### config.mk
export PLATFORM = sky130hd
export DESIGN_NAME = ds0_cond
export DESIGN_NICKNAME = d
export VERILOG_FILES = /design/src/rtl/ds0_cond.sv
export SDC_FILE = /design/constraint.sdc
export NUM_CORES = 1
export LEC_CHECK = 0
export ABC_AREA = 1
export BUFFER_PORTS_ARGS = -buffer_cell sky130_fd_sc_hd__buf_4
export CORE_MARGIN = 4
export CORE_UTILIZATION = 55
export DETAILED_ROUTE_END_ITERATION = 10
export PLACE_DENSITY = 0.75
export SETUP_SLACK_MARGIN = 0.3
export SLEW_MARGIN = 25
export SYNTH_ARGS = -nofsm -noshare
export SYNTH_HDL_FRONTEND = slang
export SYNTH_SLANG_ARGS = --single-unit
### constraint.sdc
create_clock -name clk -period 3.2 [get_ports clk]
set_input_delay 0.64 -clock clk [delete_from_list [all_inputs] [get_ports clk]]
set_output_delay 0.64 -clock clk [all_outputs]
set_load 0.01 [all_outputs]
### src/rtl/ds0_cond.sv
module ds0_cond #(
  parameter int NUM_TS = 24,
  parameter logic [14:0] PRBS_SEED = 15'h7FFF,
  parameter logic [7:0] IDLE_RESET = 8'hFF,
  localparam int TSW = $clog2(NUM_TS)
) (
  input  logic           clk,
  input  logic           rst_n,
  input  logic           frame_start,
  input  logic           in_valid,
  input  logic [7:0]     in_octet,
  input  logic           cfg_we,
  input  logic [TSW-1:0] cfg_addr,
  input  logic [3:0]     cfg_sel,
  input  logic           idle_we,
  input  logic [7:0]     idle_code,
  output logic           out_valid,
  output logic [7:0]     out_octet,
  output logic [TSW-1:0] out_ts,
  output logic           out_dchan,
  output logic           out_echan
);
  localparam logic [TSW-1:0] LAST = TSW'(NUM_TS - 1);

  logic [NUM_TS-1:0][3:0] pend_sel, act_sel;
  logic [7:0]  idle_pend, idle_act;
  logic [TSW-1:0] ts_cnt;
  logic [2:0]  a_idx, u_idx;
  logic        a_used, u_used;
  logic [14:0] prbs;
  logic [7:0]  res;

  function automatic logic [14:0] prbs_adv8(input logic [14:0] s);
    logic [14:0] t;
    t = s;
    for (int k = 0; k < 8; k++) t = {t[13:0], t[14] ^ t[13]};
    return t;
  endfunction

  function automatic logic [7:0] alaw_tone(input logic [2:0] i);
    case (i)
      3'd0, 3'd3: return 8'h34;
      3'd1, 3'd2: return 8'h21;
      3'd4, 3'd7: return 8'hB4;
      default:    return 8'hA1;
    endcase
  endfunction

  function automatic logic [7:0] ulaw_tone(input logic [2:0] i);
    case (i)
      3'd0, 3'd3: return 8'h1E;
      3'd1, 3'd2: return 8'h0B;
      3'd4, 3'd7: return 8'h9E;
      default:    return 8'h8B;
    endcase
  endfunction

  wire           fs       = in_valid & frame_start;
  wire [TSW-1:0] ts_now   = fs ? '0 : ts_cnt;
  wire [3:0]     sel_now  = fs ? pend_sel[ts_now] : act_sel[ts_now];
  wire [7:0]     idle_now = fs ? idle_pend : idle_act;
  wire [2:0]     a_cur    = a_idx + {2'b0, fs & a_used};
  wire [2:0]     u_cur    = u_idx + {2'b0, fs & u_used};
  wire           emit_a   = in_valid && sel_now == 4'd9;
  wire           emit_u   = in_valid && sel_now == 4'd10;
  wire           emit_p   = in_valid && sel_now == 4'd13;

  always_comb begin
    case (sel_now)
      4'd1:  res = ~in_octet;
      4'd2:  res = in_octet ^ 8'h55;
      4'd3:  res = in_octet ^ 8'hAA;
      4'd4:  res = in_octet ^ 8'h80;
      4'd5:  res = in_octet ^ 8'h7F;
      4'd6:  res = 8'h7F;
      4'd7:  res = {3'b111, 5'(ts_now)};
      4'd8:  res = 8'hFF;
      4'd9:  res = alaw_tone(a_cur);
      4'd10: res = ulaw_tone(u_cur);
      4'd11: res = idle_now;
      4'd12: res = 8'h1A;
      4'd13: res = prbs[14:7];
      default: res = in_octet;
    endcase
  end

  always_ff @(posedge clk) begin
    if (!rst_n) begin
      pend_sel  <= '0;
      act_sel   <= '0;
      idle_pend <= IDLE_RESET;
      idle_act  <= IDLE_RESET;
      ts_cnt    <= '0;
      a_idx     <= '0;
      u_idx     <= '0;
      a_used    <= 1'b0;
      u_used    <= 1'b0;
      prbs      <= PRBS_SEED;
      out_valid <= 1'b0;
      out_octet <= '0;
      out_ts    <= '0;
      out_dchan <= 1'b0;
      out_echan <= 1'b0;
    end else begin
      if (cfg_we && cfg_addr <= LAST) pend_sel[cfg_addr] <= cfg_sel;
      if (idle_we) idle_pend <= idle_code;
      out_valid <= in_valid;
      if (in_valid) begin
        if (fs) begin
          act_sel  <= pend_sel;
          idle_act <= idle_pend;
          a_idx    <= a_cur;
          u_idx    <= u_cur;
          a_used   <= emit_a;
          u_used   <= emit_u;
        end else begin
          a_used <= a_used | emit_a;
          u_used <= u_used | emit_u;
        end
        ts_cnt    <= (ts_now == LAST) ? '0 : ts_now + 1'b1;
        if (emit_p) prbs <= prbs_adv8(prbs);
        out_octet <= res;
        out_ts    <= ts_now;
        out_dchan <= sel_now == 4'd14;
        out_echan <= sel_now == 4'd15;
      end else begin
        out_dchan <= 1'b0;
        out_echan <= 1'b0;
      end
    end
  end
endmodule

# [Word-level counts from Yosys, hierarchy flattened]
# Index checks and enable logic that the tools add are counted.
[totals] regBits=252 out_inout_bits=16 in_bits=31
[classes] addsub=3 n_eq_ne=26 reduce_logical=16 n_bitwise=18 muxes=16 n_lt_le_gt_ge=4
[op_table] operator="case mux 8 bit (13 select lines)" count=1
[op_table] operator="bitwise mux 96 bit" count=1
[op_table] operator="case mux 8 bit (3 select lines)" count=2
[op_table] operator="binary-select mux 4 bit (select 5 bit)" count=2
[op_table] operator="== test 4 bit (second input constant)" count=8
[op_table] operator="demux 4 bit (select 5 bit)" count=1
[op_table] operator="== test 4 x 3 -> 1 bit (second input constant)" count=4
[op_table] operator="2-to-1 mux 4 bit" count=4
[op_table] operator="== test 3 x 2 -> 1 bit (second input constant)" count=4
[op_table] operator="== test 3 bit (second input constant)" count=4
[op_table] operator="< comparator 5 x 6 -> 1 bit (second input constant)" count=2
[op_table] operator="OR reduction 2 bit" count=6
[op_table] operator="2-to-1 mux 5 bit" count=2
[op_table] operator="== test 4 x 2 -> 1 bit (second input constant)" count=2
[op_table] operator="2-to-1 mux 8 bit" count=1
[op_table] operator="inverter 4 bit" count=2
[op_table] operator="inverter 8 bit" count=1
[op_table] operator="bitwise XOR 1 bit" count=8
[op_table] operator="inverter 7 bit" count=1
[op_table] operator="adder 3 x 1 -> 3 bit" count=2
[op_table] operator="== test 3 x 1 -> 1 bit (second input constant)" count=2
[op_table] operator="zero test 3 bit" count=2
[op_table] operator="AND reduction 2 bit" count=3
[op_table] operator="adder 5 x 1 -> 5 bit (second input constant)" count=1
[op_table] operator="9 further kinds" count=17

# [Depth between registers and ports, before layout]
# Gate-level depths: netlist of run 1.
[depth] ltp_word=9 depth_mapped=21 ltp_nobuf=21

# [Least setup slack after synthesis of run 1]
# Ideal clock, no wire load.
[synth_path] path_type="input port to flip-flop" start="input frame_start" end="register out_octet[2]" path_slack_ps=165 required_ps=3083 stages=17 setup_ps=117 t_arrival_ps=2918 path_cell_list="nand2_4 -> buf_4 -> buf_4 -> clkbuf_1 -> clkbuf_1 -> clkbuf_1 -> nor2_1 -> ha_1 -> ha_1 -> nand2_1 -> inv_1 -> o21ai_1 -> nand2_1 -> nor2_1 -> nand2_1 -> nor2_1 -> nor2_1"
[synth_via] elab_chain_cells=7 elab_cells_between_ends=46 classes_between="add/sub: 2; eq/ne: 23; mux: 10; bitwise: 3; reduce/logical: 8"
[synth_lines] element="start, declared" line_no="9" rtl="input logic frame_start,"
[synth_lines] element="bitwise AND 1 bit (*)" line_no="58" rtl="wire fs = in_valid & frame_start;"
[synth_lines] element="bitwise AND 1 bit (*)" line_no="63" rtl="wire [2:0] u_cur = u_idx + {2'b0, fs & u_used};"
[synth_lines] element="adder 3 x 1 -> 3 bit (*)" line_no="63"
[synth_lines] element="via u_cur[1]" line_no="63"
[synth_lines] element="== test 3 bit (tied with other cells)" line_no="50" rtl="case (i)"
[synth_lines] element="OR reduction 2 bit" line_no="50"
[synth_lines] element="case mux 8 bit (3 select lines) (*)" line_no="50"
[synth_lines] element="case mux 8 bit (13 select lines) (*)" line_no="69" rtl="case (sel_now)"
[synth_lines] element="end signal, assigned" line_no="122" rtl="out_octet <= res;"
[synth_lines] element="end, declared" line_no="18" rtl="output logic [7:0] out_octet,"
# Mark *: on every way through the listed nets, which the timed path passes. The rest lies on a longest branch. The select of a mux whose other input is x is not followed.
# A chain may end at the register's enable or synchronous reset.

# [Final worst setup path of run 1]
[layout_path] start="register ts_cnt[0]" end="register prbs[3]"
[layout_via] elab_chain_cells=7 elab_cells_between_ends=9 classes_between="eq/ne: 1; mux: 6; reduce/logical: 2"
[layout_lines] element="start, declared" line_no="27" rtl="logic [TSW-1:0] ts_cnt;"
[layout_lines] element="start signal, assigned" line_no="120" rtl="ts_cnt <= (ts_now == LAST) ? '0 : ts_now + 1'b1;"
[layout_lines] element="2-to-1 mux 5 bit (*)" line_no="59" rtl="wire [TSW-1:0] ts_now = fs ? '0 : ts_cnt;"
[layout_lines] element="binary-select mux 4 bit (select 5 bit)" line_no="60" rtl="wire [3:0] sel_now = fs ? pend_sel[ts_now] : act_sel[ts_now];"
[layout_lines] element="2-to-1 mux 4 bit (not written as such)" line_no="60"
[layout_lines] element="2-to-1 mux 4 bit (*)" line_no="60"
[layout_lines] element="== test 4 bit (*)" line_no="66" rtl="wire emit_p = in_valid && sel_now == 4'd13;"
[layout_lines] element="logical AND 1 bit (*)" line_no="66"
[layout_lines] element="AND reduction 2 bit (no line) (*)"
[layout_lines] element="end signal, assigned" line_no="121" rtl="if (emit_p) prbs <= prbs_adv8(prbs);"
[layout_lines] element="end, declared" line_no="30" rtl="logic [14:0] prbs;"
# Mark *: on every way between the ends. The rest lies on a longest branch, timed or not. The select of a mux whose other input is x is not followed.

==> reports/qor.txt, run 1 <==
STA
---------------------------------------------------------------------------------
Clock Skew .........................................................  0.008368 ns
Worst slew slack as a fraction of its limit ........................       62.20%
Final hold violation count .........................................            0
Final number of setup-violating endpoints ..........................            0
Share of the cycle needed by the critical path after routing .......       80.73%
Worst path setup slack after routing ...............................    0.6167 ns
RSZ-0062 raised after global routing ...............................           no
Hold Slack .........................................................    0.3278 ns
Transition time at the pin with the least slew margin ..............    0.5635 ns
Final slew viol count ..............................................            0
Min Clock Period, post-route .......................................     2.583 ns
Max Clk Rate .......................................................    387.1 MHz
Setup TNS ..........................................................         0 ns

CTS
---------------------------------------------------------------------------------
Worst-skew pair later-pin latency ..................................      0.53 ns
Buffers from clock root to sink, at most ...........................            3
Clock tree from TritonCTS ..........................................          yes
# clock sinks ......................................................          252
Clock root buffer .................................................. sky130_fd_sc_hd__clkbuf_16
Register clock-pin slew on the reported worst setup and hold paths .      0.06 ns
TritonCTS buffer count .............................................           26
H-tree depth .......................................................            1
Count of hold buffers inserted by post-cts repair ..................            0

SETUP PATH
---------------------------------------------------------------------------------
Signal arrival time at the worst endpoint ..........................      2.98 ns
Number of logic stages on the critical path including buffering ....           16
Critical Path Most Common Cell ..................................... sky130_fd_sc_hd__nand3_1
Worst stage delay on the critical path .............................      0.50 ns
Worst setup SP type ................................................     register
Path type of the worst setup path .................................. register to register
Crit path required time ............................................      3.60 ns
Crit path capture type .............................................     register
Worst reg2reg path startpoint ...................................... ts_cnt[0]$_SDFFE_PN0P_
CP bufs+invs .......................................................            4
Crit-path leading delay family ..................................... simple AND/OR/NAND/NOR gates
Depth of the most critical reg-to-reg path .........................           16
Critical-path cell with the highest stage delay .................... sky130_fd_sc_hd__dfxtp_4
Crit. Startpoint ................................................... ts_cnt[0]$_SDFFE_PN0P_
Worst-path maximum fanout ..........................................           23
Critical path, cell by cell ........................................ nand2_4 -> buf_4 -> nand2_1 -> nand3_1 -> nand3_1 -> nand3_1 -> nand3_1 -> nand2_1 -> inv_2 -> nand2_2 -> inv_2 -> nand2_4 -> nor2_8 -> inv_2 -> nand2_1 -> o211ai_2

FINAL LAYOUT
---------------------------------------------------------------------------------
Filler cell count in the final layout ..............................         1772
Combined area of the multi-input logic cells .......................     5105 um2
Fraction of layout cells with a size suffix above 1 ................       9.663%
Post-layout net count ..............................................         1620
Number of diodes added for antenna fixing ..........................            0
Post-route cell area ...............................................    12370 um2
Sequential cell area ...............................................     5049 um2
Area grow syn2layout ...............................................       12.78%
Final core occ .....................................................       63.33%

PLACEMENT
---------------------------------------------------------------------------------
Area post-placement ................................................    11450 um2
HPWL Detailed ......................................................     18950 um
Last weighted congestion value of the routability-driven placer ....       0.9453
Worst setup slack before clock tree synthesis ......................    0.1499 ns
I/O Buffers ........................................................           46

FLOORPLAN
---------------------------------------------------------------------------------
Effective utilization at floorplan .................................       56.15%
Die area ...........................................................    22260 um2
Die width ..........................................................     149.2 um
Vertical die dimension .............................................     149.2 um
Cell row count .....................................................           51
Core Area ..........................................................    19530 um2
I/O pin count ......................................................           47

YOSYS
---------------------------------------------------------------------------------
Yosys reg bits .....................................................          252
Unique cell type count in the Yosys netlist ........................           34
Cell Area, Synth ...................................................    10960 um2
Cell type with the highest aggregate area in the netlist ........... sky130_fd_sc_hd__dfxtp_1
Sequential-to-total area share from yosys stat .....................       46.01%
Post-Synthesis Cells ...............................................         1570
Synthesized Nets ...................................................         1606
Area contributors post-synth ....................................... sky130_fd_sc_hd__dfxtp_1 46%, sky130_fd_sc_hd__nor2_1 15%, sky130_fd_sc_hd__o21ai_0 11%, sky130_fd_sc_hd__nand2_1 6.7%, sky130_fd_sc_hd__nand3_1 6.3%
Yosys synthesis warning count ......................................            0
Top-area cell type share of the netlist area .......................       46.01%
Post-synthesis area per instance ...................................    6.984 um2

WORST HOLD PATH
---------------------------------------------------------------------------------
Worst min-delay path category ...................................... input pin to register
Worst Hold Depth ...................................................            3
Critical hold path startpoint ...................................... idle_code[4]

JOB
---------------------------------------------------------------------------------
Number of max-capacitance violations reported ......................            0

ROUTE
---------------------------------------------------------------------------------
Antenna violation net count after detailed routing .................            0
Vias per cell ......................................................        5.367
Number of design rule violations left after detail routing .........            0
Router iterations before antenna repair ............................            5
Average wire per cell in the routed design .........................     15.08 um
Wire length reported by the detailed router ........................     28180 um
Total vias in the final route ......................................        10030
Initial detailed-routing violation count ...........................          706

GLOBAL ROUTING
---------------------------------------------------------------------------------
Antenna violations before repair ...................................            0
Vias in the first global route .....................................         9171
First-pass GRT wire length .........................................     46050 um
Global-route congestion overflow total .............................            0
GRT Resource Usage Total ...........................................       25.06%
Pin count of the biggest net entering global routing ...............           70

POWER
---------------------------------------------------------------------------------
Ratio of total power to cell area .................................. 584.0 nW/um2
Worst IR drop on VDD ...............................................     460.5 uV
P_leak .............................................................  0.005512 uW

OUTCOME
---------------------------------------------------------------------------------
Status ............................................................. finished clean

## registers in the layout, summed over array words and instances (netlist names), 3 cells and up
signal and cells:
act_sel 96, pend_sel 96, prbs 15, idle_act 8, idle_pend 8, out_octet 8, out_ts 5, ts_cnt 5
a_idx 3, u_idx 3
## synthesized netlist by cell type (all sizes together)
library cell  number
nor2             435
dfxtp            252
o21ai            242
nand2            208
nand3            139
inv              107
clkbuf            60
a21oi             57
buf               25
o211ai             9
xnor2              8
nor3               7
ha                 5
nand3b             4
clkinv             3
xor2               3
or2                2
a211oi             1
a31oi              1
and2               1
o22ai              1
## area by class of cell
cell class / instances / share of cell area [%]
Sequential cell: 252 / 40.83
Inverter: 110 / 3.339
Clock inverter: 8 / 0.9309
Multi-Input combinational cell: 1123 / 41.28
Tap cell: 265 / 2.681
Clock buffer: 40 / 6.425
Timing Repair Buffer: 71 / 4.513
## cell families after synthesis
| family | Yosys count | synth area share (%) |
|---|---|---|
| simple gates | 796 | 30.26 |
| compound gates | 311 | 14.85 |
| flops | 252 | 46.01 |
| buf+inv | 195 | 7.429 |
| xor+xnor | 11 | 0.8788 |
| fa+ha+maj | 5 | 0.5706 |
## path summary, 6_finish.rpt
| check | end | slack, ns |
|---|---|---|
| setup / recovery | prbs[3]$_SDFFE_PN1P_ | 0.62 |
| hold / removal | idle_pend[4]$_SDFFE_PN1P_ | 0.33 |
| setup reg to reg | prbs[3]$_SDFFE_PN1P_ | 0.62 |
| hold reg to reg | idle_pend[1]$_SDFFE_PN1P_ | 0.46 |
## per-layer routing
metal	up-vias	share of wire [%]	GRT usage, %	routed length [um]
met2	299	48	43.72	13450
met5	-	0	0	0
met4	0	1.7	5.584	489
li1	5087	-	-	-
met1	4604	44	33.40	12480
met3	40	6.3	3.099	1770
## power by group
part | total, uW | switching, uW | internal [uW]
logic | 746 | 494 | 251
clock network | 3160 | 1210 | 1940
registers | 3320 | 64.5 | 3250
total | 7220 | 1770 | 5450
## cells in the final DEF, fill, tap and decap left out, drive strengths merged
cell type  instances
dfxtp            252
and2               1
o22ai              1
buf               71
bufinv             3
clkbuf            40
nand2            208
xnor2              8
nor3               7
ha                 5
clkinv             8
nand3b             4
o211ai             9
nand3            139
inv              107
or2                2
a31oi              1
o21ai            242
a21oi             57
xor2               3
a211oi             1
nor2             435
## metrics by stage
step / cells / power (uW)
detailed placement: 1821 / 4122
finish: 1869 / 7221
global placement: 1821 / 4108
global route: 1869 / 7491
floorplan: 1570 / 3897
CTS: 1869 / 7257
## timing repair
item	4_1_cts	5_1_grt
setup endpoints to repair	0	21
setup buffers	0	0
resized for setup	0	1
## worst min-delay path, stage by stage
cell	delay, ns
sky130_fd_sc_hd__buf_4	0.08
sky130_fd_sc_hd__a21oi_1	0.05
sky130_fd_sc_hd__o21ai_0	0.05
Power figures use the tool's default switching activity.
==> run 2, diff against run 1 <==
- ABC_AREA: 1 -> 0
- CORE_UTILIZATION: 55 -> 61
- PLACE_DENSITY: 0.75 -> 0.79
- clock period: 3.2 -> 2.4 ns (I/O delays scaled with it)
==> reports/qor.txt, run 2 <==
OUTCOME
-----------------------------------------------------------------------------------------------------------------
Status ............................................................................................. complete, but fails checks   was finished clean
Violated checks .................................................................................... negative setup slack

SETUP PATH
-----------------------------------------------------------------------------------------------------------------
Critical path, cell by cell ........................................................................ buf_4 -> buf_4 -> or3_4 -> o2111ai_2 -> o22ai_1 -> a222oi_1 -> buf_4 -> buf_6 -> nand3_4 -> or3_4 -> a211oi_2 -> a211oi_2   was nand2_4 -> buf_4 -> nand2_1 -> nand3_1 -> nand3_1 -> nand3_1 -> nand3_1 -> nand2_1 -> inv_2 -> nand2_2 -> inv_2 -> nand2_4 -> nor2_8 -> inv_2 -> nand2_1 -> o211ai_2
Setup slack on the worst flop-to-flop path .........................................................     -0.48 ns   was 0.62 ns
Crit-path leading delay family ..................................................................... simple AND/OR/NAND/NOR gates   unchanged
CP bufs+invs .......................................................................................            4   unchanged
Depth of the most critical reg-to-reg path .........................................................           12   was 16
Worst setup SP type ................................................................................     register   unchanged
Signal arrival time at the worst endpoint ..........................................................      3.29 ns   was 2.98 ns
Path type of the worst setup path .................................................................. register to register   unchanged
Worst-path maximum fanout ..........................................................................            8   was 23
Critical-path cell with the highest stage delay .................................................... sky130_fd_sc_hd__dfxtp_4   unchanged
Worst stage delay on the critical path .............................................................      0.40 ns   was 0.50 ns
Critical Path Most Common Cell ..................................................................... sky130_fd_sc_hd__buf_4   was sky130_fd_sc_hd__nand3_1
Crit path required time ............................................................................      2.81 ns   was 3.60 ns
Worst reg2reg path startpoint ...................................................................... ts_cnt[0]$_SDFFE_PN0P_   unchanged
Number of logic stages on the critical path including buffering ....................................           12   was 16
R2R Path End ....................................................................................... out_octet[1]$_SDFFE_PN0P_   was prbs[3]$_SDFFE_PN1P_
Crit path capture type .............................................................................     register   unchanged

STA
-----------------------------------------------------------------------------------------------------------------
Hold Slack .........................................................................................    0.1507 ns   was 0.3278 ns
Final number of setup-violating endpoints ..........................................................           27   was 0
RSZ-0062 raised after global routing ...............................................................          yes   was no
Transition time at the pin with the least slew margin ..............................................    0.6215 ns   was 0.5635 ns
Share of the cycle needed by the critical path after routing .......................................       120.1%   was 80.73%
Min Clock Period, post-route .......................................................................     2.882 ns   was 2.583 ns
Worst slew slack as a fraction of its limit ........................................................       57.38%   was 62.20%
Final slew viol count ..............................................................................            0   unchanged
Clock Skew .........................................................................................   0.02299 ns   was 0.008368 ns
Worst path setup slack after routing ...............................................................   -0.4816 ns   was 0.6167 ns
Max Clk Rate .......................................................................................    347.0 MHz   was 387.1 MHz
Final hold violation count .........................................................................            0   unchanged

FLOORPLAN
-----------------------------------------------------------------------------------------------------------------
Die area ...........................................................................................    20360 um2   was 22260 um2
Cell row count .....................................................................................           48   was 51
Vertical die dimension .............................................................................     142.7 um   was 149.2 um
Core Area ..........................................................................................    17540 um2   was 19530 um2
Effective utilization at floorplan .................................................................       63.11%   was 56.15%
Die width ..........................................................................................     142.7 um   was 149.2 um
I/O pin count ......................................................................................           47   unchanged

CTS
-----------------------------------------------------------------------------------------------------------------
H-tree depth .......................................................................................            1   unchanged
Count of hold buffers inserted by post-cts repair ..................................................            0   unchanged
# clock sinks ......................................................................................          252   unchanged
Worst-skew pair later-pin latency ..................................................................      0.55 ns   was 0.53 ns
Clock root buffer .................................................................................. sky130_fd_sc_hd__clkbuf_16   unchanged
Register clock-pin slew on the reported worst setup and hold paths .................................      0.06 ns   about the same
TritonCTS buffer count .............................................................................           26   unchanged
Clock tree from TritonCTS ..........................................................................          yes   unchanged
Buffers from clock root to sink, at most ...........................................................            3   unchanged

ROUTE
-----------------------------------------------------------------------------------------------------------------
Antenna violation net count after detailed routing .................................................            0   unchanged
Initial detailed-routing violation count ...........................................................          845   was 706
Average wire per cell in the routed design .........................................................     19.25 um   was 15.08 um
Total vias in the final route ......................................................................        10618   was 10030
Vias per cell ......................................................................................        6.095   was 5.367
Router iterations before antenna repair ............................................................            5   unchanged
Number of design rule violations left after detail routing .........................................            0   unchanged
Wire length reported by the detailed router ........................................................     33530 um   was 28180 um

GLOBAL ROUTING
-----------------------------------------------------------------------------------------------------------------
Global-route congestion overflow total .............................................................            0   unchanged
First-pass GRT wire length .........................................................................     52910 um   was 46050 um
Vias in the first global route .....................................................................        10216   was 9171
Pin count of the biggest net entering global routing ...............................................           70   unchanged
Antenna violations before repair ...................................................................            0   unchanged
GRT Resource Usage Total ...........................................................................       31.83%   was 25.06%

FINAL LAYOUT
-----------------------------------------------------------------------------------------------------------------
Sequential cell area ...............................................................................     5050 um2   was 5049 um2
Post-layout net count ..............................................................................         1538   was 1620
Filler cell count in the final layout ..............................................................         1230   was 1772
Fraction of layout cells with a size suffix above 1 ................................................       22.48%   was 9.663%
Post-route cell area ...............................................................................    13960 um2   was 12370 um2
Leading cell types in the layout, fill and taps excluded ........................................... 354 x sky130_fd_sc_hd__nand2_1, 250 x sky130_fd_sc_hd__dfxtp_1, 193 x sky130_fd_sc_hd__a21oi_1   was 428 x sky130_fd_sc_hd__nor2_1, 251 x sky130_fd_sc_hd__dfxtp_1, 232 x sky130_fd_sc_hd__o21ai_0
Combined area of the multi-input logic cells .......................................................     5967 um2   was 5105 um2
Leading cell type in the layout, fill and taps excluded ............................................ sky130_fd_sc_hd__nand2_1   was sky130_fd_sc_hd__nor2_1
Number of diodes added for antenna fixing ..........................................................            0   unchanged
Regs by FF count ................................................................................... act_sel (96), pend_sel (96), prbs (15)   unchanged
Area grow syn2layout ...............................................................................       26.17%   was 12.78%

POWER
-----------------------------------------------------------------------------------------------------------------
Worst IR drop on VDD ...............................................................................     680.2 uV   was 460.5 uV
P_leak .............................................................................................  0.005202 uW   was 0.005512 uW
Ratio of total power to cell area .................................................................. 666.2 nW/um2   was 584.0 nW/um2

WORST HOLD PATH
-----------------------------------------------------------------------------------------------------------------
Worst min-delay path category ...................................................................... input pin to register   unchanged
Worst Hold Endpoint ................................................................................ idle_pend[4]$_SDFFE_PN1P_   unchanged
Worst Hold Depth ...................................................................................            3   unchanged
Critical hold path startpoint ...................................................................... idle_code[4]   unchanged

YOSYS
-----------------------------------------------------------------------------------------------------------------
Post-synth EDFFs ...................................................................................            0   unchanged
Simple-gate share of the synthesized area ..........................................................       21.73%   was 30.26%
Yosys reg bits .....................................................................................          252   unchanged
Post-synthesis share of cell area spent on xor and xnor gates ......................................       1.187%   was 0.8787%
Commonest cells in the netlist ..................................................................... 357 x sky130_fd_sc_hd__nand2_1, 252 x sky130_fd_sc_hd__dfxtp_1, 195 x sky130_fd_sc_hd__a21oi_1   was 428 x sky130_fd_sc_hd__nor2_1, 252 x sky130_fd_sc_hd__dfxtp_1, 232 x sky130_fd_sc_hd__o21ai_0
Top-area cell type share of the netlist area .......................................................       45.58%   was 46.01%
Yosys synthesis warning count ......................................................................            0   unchanged
Area contributors post-synth ....................................................................... sky130_fd_sc_hd__dfxtp_1 46%, sky130_fd_sc_hd__nand2_1 12%, sky130_fd_sc_hd__a21oi_1 8.8%, sky130_fd_sc_hd__mux2i_1 5.6%, sky130_fd_sc_hd__nand3_1 3.9%   was sky130_fd_sc_hd__dfxtp_1 46%, sky130_fd_sc_hd__nor2_1 15%, sky130_fd_sc_hd__o21ai_0 11%, sky130_fd_sc_hd__nand2_1 6.7%, sky130_fd_sc_hd__nand3_1 6.3%
Compound-cell area share of the yosys netlist ......................................................       18.94%   was 14.85%
Cell Area, Synth ...................................................................................    11070 um2   was 10960 um2
Cell type with the highest aggregate area in the netlist ........................................... sky130_fd_sc_hd__dfxtp_1   unchanged
Top-count cell post-synth .......................................................................... sky130_fd_sc_hd__nand2_1   was sky130_fd_sc_hd__nor2_1
Post-Synthesis Cells ...............................................................................         1376   was 1570
Unique cell type count in the Yosys netlist ........................................................           69   was 34
Main combinational cell family by area after synthesis ............................................. simple AND/OR/NAND/NOR gates   unchanged
Sequential-to-total area share from yosys stat .....................................................       45.58%   was 46.01%
Share of synthesized area spent on multiplexers ....................................................       7.438%   was 0%
Most instantiated flip-flop cell in the synthesis netlist .......................................... sky130_fd_sc_hd__dfxtp_1   unchanged
Post-synthesis async set-or-reset flop share .......................................................           0%   unchanged
Arithmetic-cell share of the synthesized area counting full adders, half adders and majority gates .      0.5652%   was 0.5706%
Synthesized Nets ...................................................................................         1412   was 1606
Post-synthesis area per instance ...................................................................    8.044 um2   was 6.984 um2

PLACEMENT
-----------------------------------------------------------------------------------------------------------------
I/O Buffers ........................................................................................           46   unchanged
Last weighted congestion value of the routability-driven placer ....................................       0.9476   was 0.9453
HPWL Detailed ......................................................................................     21810 um   was 18950 um
Area post-placement ................................................................................    12560 um2   was 11450 um2

JOB
-----------------------------------------------------------------------------------------------------------------
Number of max-capacitance violations reported ......................................................            0   unchanged

==> run 2: cell types whose count changed after synthesis, moves of 12 or more <==
cell	previous run	this run
sky130_fd_sc_hd__a211oi_1	1	13
sky130_fd_sc_hd__nand2_1	196	357
sky130_fd_sc_hd__clkbuf_1	60	96
sky130_fd_sc_hd__o211ai_1	1	13
sky130_fd_sc_hd__mux2i_1	0	62
sky130_fd_sc_hd__nor2_1	428	48
sky130_fd_sc_hd__nand3_1	138	86
sky130_fd_sc_hd__inv_1	97	12
sky130_fd_sc_hd__a21oi_1	56	195
sky130_fd_sc_hd__o21ai_0	232	28
==> run 2: final cells by class <==
type / count / area share [%]
Multi-Input combinational cell: 998 / 42.73
Sequential cell: 252 / 36.16
Timing Repair Buffer: 212 / 12.72
Clock buffer: 32 / 5.035
Tap cell: 225 / 2.016
Clock inverter: 11 / 0.9766
Inverter: 12 / 0.3584
==> run 2: layer usage <==
metal	routed length (um)	vias to the layer above	global-route usage, %	share of wire (%)
met5	0	-	0	0
met3	2469	64	4.923	7.4
met2	16170	455	52.82	48
li1	-	5043	-	-
met4	740	0	9.155	2.2
met1	14150	5056	43.28	42
==> run 2: how the worst max path moves through the flow <==
stage	end	start
after global placement	out_octet[3]$_SDFFE_PN0P_	frame_start
after detailed placement	out_octet[1]$_SDFFE_PN0P_	frame_start
after floorplan	out_octet[3]$_SDFFE_PN0P_	frame_start
after global routing	out_octet[3]$_SDFFE_PN0P_	ts_cnt[0]$_SDFFE_PN0P_
final	out_octet[1]$_SDFFE_PN0P_	ts_cnt[0]$_SDFFE_PN0P_
after CTS	out_octet[1]$_SDFFE_PN0P_	ts_cnt[0]$_SDFFE_PN0P_
==> run 2: kinds of logic (layout without fill, tap and decap cells) <==
| logic type | Yosys count | in the layout |
|---|---|---|
| AOI/OAI and AO/OA | 342 | 343 |
| muxes | 75 | 75 |
| xor gates and xnor gates | 15 | 15 |
| DFF | 252 | 252 |
| and+or+nand+nor | 560 | 560 |
| adders and majority gates | 5 | 5 |
| buffers and inverters | 127 | 267 |
==> run 2: repair_timing <==
action,in CTS,in global routing
setup buffers,13,5
endpoints found under the setup margin,27,27
gates resized for setup,46,37
pin swaps,15,19
cloned,3,1
endpoints found under the hold margin,0,0
==> run 2: power by group <==
group,internal (uW),switching (uW),total (uW)
Clock,2300,1670,3970
Sequential,4230,29.8,4260
Combinational,456,620,1080
==> run 2: worst reg2reg max path: cells and delay by family, from the launching register on <==
family                 cells  cell delay (ns)
buffers and inverters      4             0.67
and+or+nand+nor            3             0.85
DFF                        1             0.40
AOI/OAI and AO/OA          5             0.83
==> run 2: through the flow <==
step / utilization (%) / worst slack [ns] / total power (uW) / TNS (ns) / instances
final: 79.63 / -0.4816 / 9303 / -10.21 / 1742
after global routing: 79.63 / -0.5250 / 9563 / -12.02 / 1742
after CTS: 78.36 / -0.4474 / 9239 / -8.680 / 1736
after detailed placement: 71.60 / -0.7096 / 5267 / -14.66 / 1677
after global placement: 71.60 / -0.6609 / 5258 / -13.84 / 1677
after floorplan: - / -0.5942 / 4865 / -11.02 / 1376
